File: config.mk
export PLATFORM = sky130hd
export DESIGN_NAME = trap_dispatch
export DESIGN_NICKNAME = d
export VERILOG_FILES = /design/src/rtl/trap_pkg.sv /design/src/rtl/trap_irq_qual.sv /design/src/rtl/trap_vec_gen.sv /design/src/rtl/trap_ctx_regs.sv /design/src/rtl/trap_dispatch.sv
export SDC_FILE = /design/constraint.sdc
export NUM_CORES = 1
export LEC_CHECK = 0
export BUFFER_PORTS_ARGS = -buffer_cell sky130_fd_sc_hd__clkbuf_2
export CORE_AREA = 2 2 142 144
export DETAILED_ROUTE_END_ITERATION = 7
export DIE_AREA = 0 0 144 146
export GPL_TIMING_DRIVEN = 0
export PLACE_DENSITY = 0.88
export RECOVER_POWER = 25
export REMOVE_ABC_BUFFERS = 1
export SKIP_LAST_GASP = 1
export SLEW_MARGIN = 10
export SYNTH_ARGS = -nofsm -noshare
export SYNTH_HDL_FRONTEND = slang
export SYNTH_SLANG_ARGS = --single-unit
export TNS_END_PERCENT = 100
File: constraint.sdc
create_clock -name clk -period 1.7 [get_ports clk]
set_input_delay 0.255 -clock clk [delete_from_list [all_inputs] [get_ports clk]]
set_output_delay 0.255 -clock clk [all_outputs]
set_load 0.1 [all_outputs]
File: src/rtl/trap_pkg.sv
package trap_pkg;
  localparam int PSW        = 8;
  localparam int PS_LVL_W   = 4;
  localparam int PS_EXCM    = 4;
  localparam int PS_UM      = 5;
  localparam int CAUSE_W    = 6;
  localparam int EXC_IDX_W  = 4;
  localparam int NUM_EXC    = 10;
  localparam logic [CAUSE_W-1:0] CAUSE_L1_IRQ = 6'd4;

  typedef enum logic [EXC_IDX_W-1:0] {
    EXC_WOF4   = 4'd0,
    EXC_WUF4   = 4'd1,
    EXC_WOF8   = 4'd2,
    EXC_WUF8   = 4'd3,
    EXC_WOF12  = 4'd4,
    EXC_WUF12  = 4'd5,
    EXC_KERNEL = 4'd6,
    EXC_USER   = 4'd7,
    EXC_DOUBLE = 4'd8,
    EXC_DEBUG  = 4'd9
  } exc_id_e;
endpackage

File: src/rtl/trap_irq_qual.sv
module trap_irq_qual #(
  parameter int NLEVEL = 4,
  parameter int NINT   = 8,
  parameter int LVLW   = 4
) (
  input  logic [LVLW-1:0]        pend_level,
  input  logic [LVLW-1:0]        cur_level,
  input  logic [NINT-1:0]        int_set,
  input  logic [NINT-1:0]        int_en,
  input  logic [NLEVEL*NINT-1:0] level_masks,
  output logic                   accept,
  output logic                   is_level1
);
  logic [NLEVEL-1:0] lvl_hit;

  // one reduction per configured level
  for (genvar g = 0; g < NLEVEL; g++) begin : g_hit
    assign lvl_hit[g] = |(level_masks[g*NINT +: NINT] & int_set & int_en);
  end

  always_comb begin
    accept = 1'b0;
    for (int l = 1; l <= NLEVEL; l++) begin
      if (pend_level == LVLW'(l) && pend_level > cur_level) begin
        accept = lvl_hit[l-1];
      end
    end
  end

  assign is_level1 = (pend_level == LVLW'(1));
endmodule

File: src/rtl/trap_vec_gen.sv
module trap_vec_gen
  import trap_pkg::*;
#(
  parameter int                  AW          = 32,
  parameter logic [AW-1:0]       DEF_VBASE   = AW'(32'h4000_0000),
  parameter bit                  RELOC_EN    = 1'b1,
  parameter logic [NUM_EXC-1:0]  EXC_PRESENT = 10'h1FF,
  parameter int                  VEC_STRIDE  = 64,
  parameter int                  IRQ_VEC_OFF = 'h400
) (
  input  logic                 use_level,
  input  logic [PS_LVL_W-1:0]  level,
  input  logic [EXC_IDX_W-1:0] exc_idx,
  input  logic [AW-1:0]        vbase,
  output logic [AW-1:0]        target,
  output logic                 present
);
  logic [AW-1:0] raw_vec;

  always_comb begin
    if (use_level) begin
      raw_vec = DEF_VBASE + AW'(IRQ_VEC_OFF) + AW'(level) * AW'(VEC_STRIDE);
    end else begin
      raw_vec = DEF_VBASE + AW'(exc_idx) * AW'(VEC_STRIDE);
    end
  end

  always_comb begin
    present = use_level;
    for (int i = 0; i < NUM_EXC; i++) begin
      if (!use_level && exc_idx == EXC_IDX_W'(i)) present = EXC_PRESENT[i];
    end
  end

  if (RELOC_EN) begin : g_reloc
    assign target = raw_vec - DEF_VBASE + vbase;
  end else begin : g_fixed
    assign target = raw_vec;
  end
endmodule

File: src/rtl/trap_ctx_regs.sv
module trap_ctx_regs
  import trap_pkg::*;
#(
  parameter int AW       = 32,
  parameter int NLEVEL   = 4,
  parameter bit HAS_DEPC = 1'b1
) (
  input  logic                    clk,
  input  logic                    rst_n,
  input  logic [NLEVEL-1:0]       epc_we,
  input  logic [NLEVEL-2:0]       eps_we,
  input  logic                    depc_we,
  input  logic                    cause_we,
  input  logic [AW-1:0]           save_pc,
  input  logic [PSW-1:0]          save_ps,
  input  logic [CAUSE_W-1:0]      cause_val,
  output logic [NLEVEL*AW-1:0]    epc_o,
  output logic [(NLEVEL-1)*PSW-1:0] eps_o,
  output logic [AW-1:0]           depc_o,
  output logic [CAUSE_W-1:0]      cause_o
);
  for (genvar l = 0; l < NLEVEL; l++) begin : g_epc
    logic [AW-1:0] epc_q;
    always_ff @(posedge clk or negedge rst_n) begin
      if (!rst_n)         epc_q <= '0;
      else if (epc_we[l]) epc_q <= save_pc;
    end
    assign epc_o[l*AW +: AW] = epc_q;
  end

  for (genvar l = 0; l < NLEVEL-1; l++) begin : g_eps
    logic [PSW-1:0] eps_q;
    always_ff @(posedge clk or negedge rst_n) begin
      if (!rst_n)         eps_q <= '0;
      else if (eps_we[l]) eps_q <= save_ps;
    end
    assign eps_o[l*PSW +: PSW] = eps_q;
  end

  if (HAS_DEPC) begin : g_depc
    logic [AW-1:0] depc_q;
    always_ff @(posedge clk or negedge rst_n) begin
      if (!rst_n)       depc_q <= '0;
      else if (depc_we) depc_q <= save_pc;
    end
    assign depc_o = depc_q;
  end else begin : g_no_depc
    assign depc_o = '0;
  end

  logic [CAUSE_W-1:0] cause_q;
  always_ff @(posedge clk or negedge rst_n) begin
    if (!rst_n)        cause_q <= '0;
    else if (cause_we) cause_q <= cause_val;
  end
  assign cause_o = cause_q;
endmodule

File: src/rtl/trap_dispatch.sv
module trap_dispatch
  import trap_pkg::*;
#(
  parameter int                 AW          = 32,
  parameter int                 NLEVEL      = 4,
  parameter int                 NINT        = 8,
  parameter bit                 HAS_DEPC    = 1'b1,
  parameter bit                 RELOC_EN    = 1'b1,
  parameter logic [AW-1:0]      DEF_VBASE   = AW'(32'h4000_0000),
  parameter logic [NUM_EXC-1:0] EXC_PRESENT = 10'h1FF
) (
  input  logic                      clk,
  input  logic                      rst_n,
  input  logic                      exc_valid,
  input  logic [EXC_IDX_W-1:0]      exc_idx,
  input  logic [PS_LVL_W-1:0]       pend_level,
  input  logic [NINT-1:0]           int_set,
  input  logic [NINT-1:0]           int_en,
  input  logic [NLEVEL*NINT-1:0]    level_masks,
  input  logic [PSW-1:0]            ps_in,
  input  logic [AW-1:0]             pc_in,
  input  logic [AW-1:0]             vbase_in,
  output logic [AW-1:0]             pc_o,
  output logic [PSW-1:0]            ps_o,
  output logic                      taken_o,
  output logic [CAUSE_W-1:0]        cause_o,
  output logic [NLEVEL*AW-1:0]      epc_o,
  output logic [(NLEVEL-1)*PSW-1:0] eps_o,
  output logic [AW-1:0]             depc_o
);
  logic                  irq_acc, irq_l1;
  logic                  use_level;
  logic [EXC_IDX_W-1:0]  vidx;
  logic [AW-1:0]         vec_target;
  logic                  vec_present;
  logic [NLEVEL-1:0]     epc_we;
  logic [NLEVEL-2:0]     eps_we;
  logic                  depc_we, cause_we;
  logic                  taken_d, redirect;
  logic [PSW-1:0]        ps_d;
  logic [AW-1:0]         pc_q;
  logic [PSW-1:0]        ps_q;
  logic                  taken_q;

  trap_irq_qual #(.NLEVEL(NLEVEL), .NINT(NINT), .LVLW(PS_LVL_W)) u_qual (
    .pend_level (pend_level),
    .cur_level  (ps_in[PS_LVL_W-1:0]),
    .int_set    (int_set),
    .int_en     (int_en),
    .level_masks(level_masks),
    .accept     (irq_acc),
    .is_level1  (irq_l1)
  );

  trap_vec_gen #(.AW(AW), .DEF_VBASE(DEF_VBASE), .RELOC_EN(RELOC_EN),
                 .EXC_PRESENT(EXC_PRESENT)) u_vec (
    .use_level(use_level),
    .level    (pend_level),
    .exc_idx  (vidx),
    .vbase    (vbase_in),
    .target   (vec_target),
    .present  (vec_present)
  );

  // next-state decision: exception first, then interrupt
  always_comb begin
    use_level = 1'b0;
    vidx      = exc_idx;
    epc_we    = '0;
    eps_we    = '0;
    depc_we   = 1'b0;
    cause_we  = 1'b0;
    taken_d   = 1'b0;
    redirect  = 1'b0;
    ps_d      = ps_in;
    if (exc_valid) begin
      redirect = vec_present;
      taken_d  = vec_present;
    end else if (irq_acc) begin
      taken_d = 1'b1;
      if (!irq_l1) begin
        use_level = 1'b1;
        for (int l = 2; l <= NLEVEL; l++) begin
          if (pend_level == PS_LVL_W'(l)) begin
            epc_we[l-1] = 1'b1;
            eps_we[l-2] = 1'b1;
          end
        end
        ps_d     = {ps_in[PSW-1:PS_UM], 1'b1, pend_level};
        redirect = 1'b1;
      end else begin
        cause_we = 1'b1;
        if (ps_in[PS_EXCM]) begin
          vidx = EXC_DOUBLE;
          if (HAS_DEPC) depc_we   = 1'b1;
          else          epc_we[0] = 1'b1;
        end else begin
          vidx      = ps_in[PS_UM] ? EXC_USER : EXC_KERNEL;
          epc_we[0] = 1'b1;
        end
        ps_d              = ps_in;
        ps_d[PS_EXCM]     = 1'b1;
        redirect          = vec_present;
      end
    end
  end

  trap_ctx_regs #(.AW(AW), .NLEVEL(NLEVEL), .HAS_DEPC(HAS_DEPC)) u_ctx (
    .clk      (clk),
    .rst_n    (rst_n),
    .epc_we   (epc_we),
    .eps_we   (eps_we),
    .depc_we  (depc_we),
    .cause_we (cause_we),
    .save_pc  (pc_in),
    .save_ps  (ps_in),
    .cause_val(CAUSE_L1_IRQ),
    .epc_o    (epc_o),
    .eps_o    (eps_o),
    .depc_o   (depc_o),
    .cause_o  (cause_o)
  );

  always_ff @(posedge clk or negedge rst_n) begin
    if (!rst_n)        pc_q <= '0;
    else if (redirect) pc_q <= vec_target;
  end

  always_ff @(posedge clk or negedge rst_n) begin
    if (!rst_n)       ps_q <= '0;
    else if (taken_d) ps_q <= ps_d;
  end

  always_ff @(posedge clk or negedge rst_n) begin
    if (!rst_n) taken_q <= 1'b0;
    else        taken_q <= taken_d;
  end

  assign pc_o    = pc_q;
  assign ps_o    = ps_q;
  assign taken_o = taken_q;

  // a level not above the current one never produces a take
  a_r1_no_low_take: assert property (@(posedge clk) disable iff (!rst_n)
    (!exc_valid && pend_level <= ps_in[PS_LVL_W-1:0]) |=> !taken_o);

  // high level entry raises the level field and EXCM
  a_r2_level_entry: assert property (@(posedge clk) disable iff (!rst_n)
    (!exc_valid && irq_acc && pend_level > PS_LVL_W'(1)) |=>
      (ps_o[PS_LVL_W-1:0] == $past(pend_level) && ps_o[PS_EXCM] && taken_o));

  // level-1 entry records its cause and sets EXCM
  a_r3_l1_cause: assert property (@(posedge clk) disable iff (!rst_n)
    (!exc_valid && irq_acc && pend_level == PS_LVL_W'(1)) |=>
      (cause_o == CAUSE_L1_IRQ && ps_o[PS_EXCM]));

  // an exception without a vector leaves the PC alone
  a_r8_no_vector: assert property (@(posedge clk) disable iff (!rst_n)
    (exc_valid && !vec_present) |=> (!taken_o && $stable(pc_o) && $stable(ps_o)));

  // a same-cycle interrupt is dropped under an exception
  a_r9_exc_first: assert property (@(posedge clk) disable iff (!rst_n)
    exc_valid |=> ($stable(cause_o) && $stable(epc_o) && $stable(eps_o)
                   && $stable(depc_o)));

  // the strobe only follows an accepted request
  a_r10_strobe: assert property (@(posedge clk) disable iff (!rst_n)
    (!exc_valid && !irq_acc) |=> !taken_o);
endmodule

==> results of run 1 <==
placed cells by master, fill, tap and decap left out, drive strengths merged, types with 2 or more instances in the layout:
master	instances
a211o	2
a21o	2
a21oi	7
a31oi	2
and3	4
and4	3
buf	50
clkbuf	385
clkinv	8
conb	5
dfrtp	226
diode	4
dlygate4sd3	7
ha	9
inv	12
mux2	221
mux2i	2
nand2	16
nand3	43
nand4	15
nand4b	2
nor2	6
nor2b	2
nor3	2
nor3b	4
nor4	6
o21ai	5
o21bai	2
o31ai	2
xnor2	13
xor2	10
layout make-up:
type	instances	area, µm²	share of cell area (%)
antenna	4	10.0	0.0746
clock buffer	31	636	4.73
clock inverter	10	60.1	0.447
inverter	10	47.5	0.354
multi-input combinational	401	4200	31.3
sequential	226	5660	42.1
tap	265	332	2.47
timing repair buffer	411	2480	18.5
critical path, cell delays in order:
cell and delay [ns]:
clkbuf_2 0.12, nand3_1 0.11, nand4_1 0.31, nor4_4 0.57, nor3b_4 0.16, buf_6 0.22, nand4_4 0.09, a21bo_2 0.26
ha_4 0.28, o21ai_1 0.09, o21bai_1 0.23, a21oi_4 0.10, buf_12 0.16, nor4_4 0.27, xor2_1 0.11, mux2_1 0.29
sequential cells by signal, summed over array words and instances, names as in the netlist:
| name | cells |
|---|---|
| u_ctx.g_epc.epc_q | 128 |
| u_ctx.cause_o | 1 |
| pc_o | 32 |
| u_ctx.depc_o | 32 |
| u_ctx.g_eps.eps_q | 24 |
| taken_o | 1 |
| ps_o | 8 |
worst max-delay path by stage:
stage | end | slack [ns] | depth (start not counted)
3_5_place_dp | pc_o[26] | -3.56 | 17
5_1_grt | pc_o[31] | -1.77 | 16
2_1_floorplan | pc_o[27] | -2.61 | 14
6_report | pc_o[31] | -1.54 | 16
4_1_cts | pc_o[26] | -1.17 | 19
3_3_place_gp | pc_o[31] | -4.06 | 15
kinds of logic after synthesis:
kind of cell,after synthesis,share of synthesized area [%]
and+or+nand+nor,104,6.12
muxes,223,26.3
DFF,226,59.3
AOI/OAI and AO/OA,33,2.56
other,1,0.0393
xor gates and xnor gates,23,2.11
buffers and inverters,41,2.11
adders and majority gates,10,1.39
metrics by stage:
step / setup WS [ns] / setup TNS [ns] / cell area, µm² / power (µW) / util, %
finish: -1.54 / -188.00 / 13400 / 22000 / 69.4
global placement: -4.06 / -1568.18 / 11500 / 16700 / 59.5
global route: -1.77 / -247.91 / 13400 / 22600 / 69.4
floorplan: -2.61 / -366.63 / 9380 / 15000 / -
detailed placement: -3.56 / -438.63 / 11700 / 16900 / 60.4
CTS: -1.17 / -113.76 / 12900 / 21800 / 66.8
power by group:
| part | total, µW | internal (µW) | switching (µW) |
|---|---|---|---|
| registers | 6880 | 6340 | 541 |
| clock network | 4730 | 2640 | 2090 |
| logic | 10400 | 1700 | 8700 |
| total | 22000 | 10700 | 11300 |
layer usage:
layer  GRT usage [%]  routed length [µm]  vias to the layer above
li1                -                   -                     3233
met1            30.8               11900                     3809
met2            46.5               16200                      488
met3            7.90                3360                      174
met4            15.6                2510                        0
met5               0                   0                        -
what timing repair did:
action,4_1_cts,5_1_grt
endpoints found under the setup margin,226,225
pin swaps,22,23
buffers inserted,21,15
resized for setup,55,60
endpoints found under the hold margin,46,0
hold buffers,7,0
gates cloned,0,5
==> metrics, run 1 <==
VDD IR-drop max=1.26 mV; post-layout min period=3.24 ns; global-route wire length before repair=44.4 mm; DR vias/cell=5.67; sequential-to-total area share from yosys stat=59.3%; root buf cell=clkbuf_16; final hold vios=0; Setup crit start=int_en[3]; Initial DRC Count=444; Cells after Synth=661; Post-synth top cells=226 x dfrtp_1, 137 x mux2_2, 84 x mux2_1; clock tree buffer depth=3; fin. max-slew vios=0; Detail Placement HPWL=18.9 mm; GRT overflow=0; WP data required=2.09 ns; vias in the first global route=7982; full die area=21000 µm²; Die Width=144 µm; largest net degree at the start of global routing=109; headroom to the max-slew limit=1.57%; Initial Util=49.3%; reg2reg end=ps_o[2]; Core ar.=19300 µm²; Final nets=1214; average cell area after synthesis=14.4 µm²; layout cells sized above 1=59.5%; count leader, synth=dfrtp_1; chip height=146 µm; Final period util=191%; top-level I/O count=362; hold_ws=0.0170 ns; Worst Skew=0 ns; Tot GR Track Use=27.5%; endpoints failing setup=432; clock-pin slew on the worst setup and hold paths=0.06 ns; post-synthesis async set-or-reset flop share=100%; Setup CP Type=input port to register; H-tree lvl count=1; via count=7704; Synth area leader=dfrtp_1; Pleak=0.00716 µW; Hold Path Class=input port to register; CTS tree=done; clock sink total=226; post-route insts no fill=1358; DRC violations left=0; CP Capture Type=register; Power Density=1640 nW/µm²; # placed instances=1264; drt pass-1 iters=6; Hold Path Depth=2; Worst Hold Path EP=u_ctx.g_epc[0].epc_q[22]; top area cells in the synthesized netlist=dfrtp_1 59%, mux2_2 16%, mux2_1 9.9%; Synth Register Bits=226; Filler Cells Inserted=1258; failing checks=negative setup slack; post-synth design cell area=9530 µm²; Post-Route WL=34.0 mm; GPL Wtd Cong=0.871; Num CTS Buffers=23; ANT nets after route=0; # port buffers=356; later-pin clock latency in the skew report=0.50 ns; status=finished, violations left; Site Rows=51; Max Clk Rate=309 MHz; post-route setup slack=-1.54 ns; wire length per cell=25.1 µm; Max Fanout on Critical Path=15; WP data arrival=3.63 ns; Max Cap Viol=0; hold_sp=pc_in[22]; ys flop type=dfrtp_1; worst r2r src=ps_o[2]; initial antenna violation count=3; Slew @ Worst Pin=1.48 ns; Warnings, synthesis=0; r2r setup slk=0.79 ns; crit path launch type=input port; Yosys top cell area share=59.3%; number of synthesized flops with an enable pin=0; Synth-to-Final Area Change=40.9%; reg2reg path depth=2; Cell variety after synth=51; RSZ-0062 raised after global routing=yes
Note: power is estimated with default switching activity, not from simulation.
==> inputs of run 2 (changes only) <==
- ABC_AREA: unset -> 1
- ABC_CLOCK_PERIOD_IN_PS: unset -> 1700
- CORE_AREA: 2 2 142 144 -> 2 2 143 145
- DIE_AREA: 0 0 144 146 -> 0 0 145 147
- PLACE_DENSITY: 0.88 -> 0.89
==> run 2 against run 1 <==
Effect of this change:
- the flow still finishes with violations (negative setup slack)
- non-clock buffer count is 59 higher
- design area is 11% higher
- utilization is 5.5 points higher
- worst setup slack better by 0.20 ns
==> metrics, run 2 <==
post-synthesis async set-or-reset flop share=100%; sequential-to-total area share from yosys stat=57.5%; Post-synth top cells=340 x nand2_1, 226 x dfrtp_1, 124 x o21ai_0; Final nets=1684; clock sink total=226; Initial DRC Count=854; Slew @ Worst Pin=0.875 ns; layout cells sized above 1=41.5%; clock-pin slew on the worst setup and hold paths=0.06 ns; post-layout instance area=14900 µm²; Setup CP Type=input port to register; Initial Util=49.6%; Switch Pwr=13700 µW; Power Density=1700 nW/µm²; Core Util, Final=74.9%; post-route setup slack=-1.34 ns; # port buffers=356; Post-Synth Simple-Gate Area=21.3%; adder-cell share of the synthesized area=1.35%; Max Clk Rate=329 MHz; clock tree buffer depth=3; GRT overflow=0; Biggest register=u_ctx.g_epc.epc_q; final hold vios=0; Synth area leader=dfrtp_1; GPL Wtd Cong=0.894; compound-gate portion of the synthesized area=11.0%; crit path to=pc_o[16]; Worst Skew=0 ns; Critical Path Slowest Stage Cell=fa_2; WP data arrival=3.50 ns; Warnings, synthesis=0; status=finished, violations left; H-tree lvl count=1; Comb power frac=50.3%; crit path launch type=input port; CP Capture Type=register; largest net degree at the start of global routing=108; vias in the first global route=10300; VDD IR-drop max=1.19 mV; Max Fanout on Critical Path=4; post-synthesis mux area share=0.344%; Synth-to-Final Area Change=51.2%; DRC violations left=0; endpoints failing setup=198; Pleak=0.00776 µW; post-synthesis xor/xnor area fraction=2.14%; drt pass-1 iters=7; number of synthesized flops with an enable pin=0; Placed Area=11900 µm²; global-route wire length before repair=57.7 mm; wire length per cell=22.4 µm; failing checks=negative setup slack; post-layout min period=3.04 ns; Max Cap Viol=0; Synth Register Bits=226; DR vias/cell=5.82; Detail Placement HPWL=20.3 mm; full die area=21300 µm²; CTS tree=done; average cell area after synthesis=9.07 µm²; worst-path cell chain=buf_8, ha_4, nand2_2, inv_2, nand2_2, nand2_4, inv_2, nor2_4, nand3_4, nor2_4, inv_12, o21ai_2, ha_2, inv_2, fa_2, o31ai_4, nand2_2, a21oi_4, nand2_4, nor2_1, xor2_1, nand2_1, nand2_1; post-synth design cell area=9830 µm²; total power=25300 µW; most frequent cells in the layout=348 x clkbuf_2, 305 x nand2_1, 226 x dfrtp_1, 102 x o21ai_0, 76 x nand3_1; top-level I/O count=362; fin. max-slew vios=0; RSZ-0062 raised after global routing=yes; root buf cell=clkbuf_16; most common cell after layout, fill and taps aside=clkbuf_2; Final period util=179%; ANT nets after route=0; worst slack, placed=-2.74 ns; Largest stage delay, worst path=0.38 ns; Tot GR Track Use=34.6%; later-pin clock latency in the skew report=0.52 ns; ys flop type=dfrtp_1; Setup crit start=pend_level[2]; Cell variety after synth=41; reg2reg end=u_ctx.g_eps[1].eps_q[5]; Core ar.=19800 µm²; Cell Int Power=11600 µW; clock power share=21.0%; via count=10700; worst r2r src=u_ctx.g_eps[1].eps_q[5]; hold_ws=0.0467 ns; r2r setup slk=0.87 ns; Yosys top cell area share=57.5%; WP data required=2.16 ns; top area cells in the synthesized netlist=dfrtp_1 58%, nand2_1 13%, o21ai_0 6.3%; max reg flops=128; Hold Path Class=input port to register; largest family of logic cells by synthesized area=simple AND/OR/NAND/NOR gates; reg2reg path depth=2; Die Width=145 µm; chip height=147 µm; sequential power share=28.7%; headroom to the max-slew limit=41.6%; Num CTS Buffers=23; Sw Share=54.3%; Cells after Synth=1084; count leader, synth=nand2_1; Site Rows=52; initial antenna violation count=2; Post-Route WL=41.0 mm
[run 2: cell count changes in the layout (fill, tap and decap cells not counted), moves of 17 or more]
| cell | change |
|---|---|
| buf_4 | +25 |
| inv_1 | +56 |
| mux2_1 | -66 |
| mux2_2 | -131 |
| mux2_4 | -21 |
| nand2_1 | +292 |
| nand2_2 | +20 |
| nand2_4 | +17 |
| nand3_1 | +42 |
| o21a_1 | +36 |
| o21ai_0 | +99 |
| o21ai_1 | +29 |
[run 2: final cells by class]
| type | count | area, µm² |
|---|---|---|
| flip-flops and latches | 226 | 5660 |
| fillers | 1157 | 4970 |
| multi-input cells | 739 | 4430 |
| repair buffers | 470 | 3260 |
| clock buffers | 29 | 628 |
| inverters | 80 | 353 |
| well taps | 270 | 338 |
| clock inverters | 13 | 160 |
| repair inverters | 3 | 37.5 |
| diodes | 3 | 7.51 |
[run 2: kinds of logic after synthesis]
family	after synthesis
flip-flops	226
AO/OA/AOI/OAI	194
buffers and inverters	135
AND/OR/NAND/NOR	491
other	1
adder cells (fa/ha/maj)	10
multiplexers	3
XOR/XNOR	24
[run 2: timing repair]
item	4_1_cts	5_1_grt
resized for setup	162	103
setup endpoints to repair	214	198
buffers inserted	68	30
pin swaps	53	66
hold buffers	8	0
gates cloned	19	5
hold endpoints to repair	37	0
[run 2: worst min-delay path by stage]
stage                     cells past startpoint               end              from  slack, ns
after floorplan                               0           pc_o[0]             rst_n      -0.04
after global placement                        2  u_ctx.cause_o[2]  u_ctx.cause_o[2]       0.45
after detailed placement                      1           ps_o[6]             rst_n       0.18
after CTS                                     4          pc_o[31]      vbase_in[31]       0.01
after global routing                          4          pc_o[31]      vbase_in[31]       0.05
final                                         3  u_ctx.depc_o[16]         pc_in[16]       0.05
[run 2: critical path: cells and delay by family]
family,cells,cell delay (ns)
compound gates,3,0.52
xor+xnor,1,0.22
fa+ha+maj,3,0.86
buf+inv,5,0.35
simple gates,11,1.26
[run 2: per-layer routing]
layer | share of wire, % | routed length [µm] | track usage [%] | vias up
met2 | 48 | 19800 | 60.6 | 889
met4 | 8.2 | 3350 | 18.3 | 0
met5 | 0 | 0 | 0 | -
li1 | - | - | - | 4465
met1 | 33 | 13600 | 40.3 | 5058
met3 | 11 | 4350 | 6.93 | 264
[run 2: power by group through the flow]
stage | clock network, µW | logic (µW) | registers, µW
5_1_grt | 5580 | 13000 | 7370
4_1_cts | 5290 | 12300 | 7180
6_report | 5300 | 12700 | 7260
2_1_floorplan | 0 | 1290 | 15600
3_3_place_gp | 0 | 11700 | 7200
3_5_place_dp | 0 | 11800 | 7250
[run 2: through the flow]
step                      TNS [ns]  cells
final                       -52.16   1833
after CTS                   -31.85   1802
after global routing        -58.67   1832
after floorplan            -253.49   1033
after global placement    -1445.79   1659
after detailed placement   -253.37   1670
==> inputs of run 3 (changes only) <==
- CORE_AREA: 2 2 143 145 -> unset
- CORE_UTILIZATION: unset -> 55
- DIE_AREA: 0 0 145 147 -> unset
- PLACE_DENSITY: 0.89 -> 0.94
- SYNTH_HIERARCHICAL: unset -> 1
==> run 3 against run 2 <==
Effect of this change:
- the flow still finishes with violations (negative setup slack)
- die area decreased by 5.3%
- sequential cell count increased by 5
- power decreased by 30%
- routed wire length increased by 3.1%
- clock-buffer cell count increased by 5
- area after synthesis increased by 9.7%
- clock power increased by 7.4%
- utilization increased by 3.9 points
- design area increased by 0.48%
- largest cell class unchanged
==> metrics, run 3 <==
status=finished, violations left; failing checks=negative setup slack; worst slack, placed=-2.95 ns; Cell variety after synth=37; Final period util=173%; post-synthesis xor/xnor area fraction=0.568%; post-synth design cell area=10800 µm²; via count=11700; Sw Share=41.8%; sequential power share=35.5%; Power Density=1180 nW/µm²; Slew @ Worst Pin=1.31 ns; compound-gate portion of the synthesized area=0.580%; clock sink total=231; Warnings, synthesis=6; H-tree lvl count=1; Largest stage delay, worst path=0.35 ns; endpoints failing setup=297; post-synthesis async set-or-reset flop share=100%; # port buffers=361; CP Capture Type=register; Cell Int Power=10300 µW; GPL Wtd Cong=0.935; Pleak=0.00873 µW; crit path launch type=input port; Tot GR Track Use=38.9%; Num CTS Buffers=24; Max Fanout on Critical Path=8; drt pass-1 iters=6; layout cells sized above 1=34.7%; Filler Cells Inserted=1095; # placed instances=1917; Synth Register Bits=231; wire length per cell=20.7 µm; Yosys top cell area share=53.6%; ANT nets after route=0; top area cells in the synthesized netlist=dfrtp_1 54%, nand2_1 27%, nand3_1 3.7%; clock power share=32.2%; Site Rows=50; Max Cap Viol=0; Setup CP Type=input port to register; Die Width=142 µm; headroom to the max-slew limit=12.4%; worst r2r src=u_ctx/g_epc[1].epc_q[8]; RSZ-0062 raised after global routing=yes; largest family of logic cells by synthesized area=simple AND/OR/NAND/NOR gates; post-synthesis mux area share=0%; vias in the first global route=11400; Critical Path Slowest Stage Cell=fa_2; Hold Path Class=input port to register; WP data arrival=3.41 ns; Initial Util=56.9%; VDD IR-drop max=0.982 mV; root buf cell=clkbuf_16; Post-Route WL=42.3 mm; most frequent cells in the layout=728 x nand2_1, 354 x clkbuf_2, 231 x dfrtp_1, 73 x nand3_1, 59 x nand2_2; WP data required=2.16 ns; CP most frequent cell=nand2_2; post-route insts no fill=2039; adder-cell share of the synthesized area=1.23%; Switch Pwr=7380 µW; Biggest register=u_ctx/g_epc.epc_q; GRT overflow=0; clock-pin slew on the worst setup and hold paths=0.06 ns; max reg flops=128; chip height=142 µm; largest net degree at the start of global routing=106; Post-Synth Simple-Gate Area=36.9%; Post-synth top cells=762 x nand2_1, 231 x dfrtp_1, 80 x nand3_1; later-pin clock latency in the skew report=0.53 ns; Core ar.=19000 µm²; Setup crit start=pend_level[0]; Cells after Synth=1335; Worst Skew=0 ns; top-level I/O count=362; Initial DRC Count=1258; average cell area after synthesis=8.08 µm²; Max Clk Rate=339 MHz; initial antenna violation count=5; fin. max-slew vios=0; most common cell after layout, fill and taps aside=nand2_1; hold_sp=pc_in[28]; Detail Placement HPWL=24.6 mm; sequential-to-total area share from yosys stat=53.6%; number of synthesized flops with an enable pin=0; post-layout min period=2.95 ns; full die area=20200 µm²; DR vias/cell=5.75; CTS tree=done; post-route setup slack=-1.25 ns; Final nets=1897; final hold vios=0; DRC violations left=0; global-route wire length before repair=59.9 mm; Synth area leader=dfrtp_1; Comb power frac=32.3%; clock tree buffer depth=3; ys flop type=dfrtp_1; count leader, synth=nand2_1; Synth-to-Final Area Change=38.5%
## run 3: through the flow
step / cell area [µm²] / hold slack (ns) / setup TNS, ns / total power [µW] / utilization, %
final: 14900 / 0.0123 / -118.27 / 17700 / 78.8
after global routing: 14900 / 0.0120 / -173.38 / 18100 / 78.8
after CTS: 14300 / 0.000479 / -105.88 / 17400 / 75.7
after detailed placement: 12700 / 0.235 / -377.85 / 11600 / 66.8
after global placement: 12400 / 0.453 / -1897.55 / 11500 / 65.4
after floorplan: 10300 / -0.0406 / -437.11 / 10400 / -
## run 3: routing by layer
metal / track usage (%) / wire [µm]
met1: 40.3 / 13400
met2: 67.0 / 20100
met3: 11.3 / 5180
met4: 28.9 / 3580
met5: 0 / 13
## run 3: worst max-delay path: cells and delay by family
family	cells	cell delay (ns)
buffers and inverters	6	0.58
AOI/OAI and AO/OA	2	0.22
adders and majority gates	3	0.72
and+or+nand+nor	18	1.64
## run 3: logic make-up after synthesis
kind of cell               after synthesis
buffers and inverters                  114
xor gates and xnor gates                 7
AOI/OAI and AO/OA                       10
other                                    2
adders and majority gates               10
DFF                                    231
and+or+nand+nor                        961
## run 3: path summary, 6_finish.rpt
kind,endpoint,slack [ns],depth (start not counted)
setup / recovery,pc_o[18],-1.25,29
hold / removal,u_ctx/g_epc[1].epc_q[28],0.01,3
setup reg to reg,u_ctx/g_epc[1].epc_q[8],0.97,2
hold reg to reg,u_ctx/g_eps[0].eps_q[1],0.47,2
max in group asynchronous,u_ctx/g_epc[2].epc_q[10],-0.05,3
min in group asynchronous,pc_o[5],0.58,2
## run 3: what timing repair did
action / in CTS / in global routing
cloned: 5 / 7
resized for setup: 94 / 82
setup endpoints to repair: 233 / 234
pin swaps: 25 / 39
hold endpoints to repair: 71 / 0
hold buffers: 16 / 0
buffers inserted: 25 / 22
## run 3: layout make-up
cell class	instances	area, µm²	area share (%)
clock inverters	10	144	0.963
well taps	260	325	2.18
multi-input cells	998	4750	31.8
flip-flops and latches	231	5780	38.7
repair buffers	439	2850	19.1
repair inverters	5	48.8	0.327
diodes	5	12.5	0.0837
clock buffers	34	719	4.81
inverters	57	314	2.10
## run 3: power by group through the flow
| stage | Sequential [µW] | Combinational, µW | Clock, µW |
|---|---|---|---|
| floorplan | 9720 | 678 | 0 |
| global placement | 6310 | 5170 | 0 |
| detailed placement | 6330 | 5280 | 0 |
| CTS | 6250 | 5460 | 5700 |
| global route | 6310 | 5860 | 5950 |
| finish | 6270 | 5710 | 5690 |
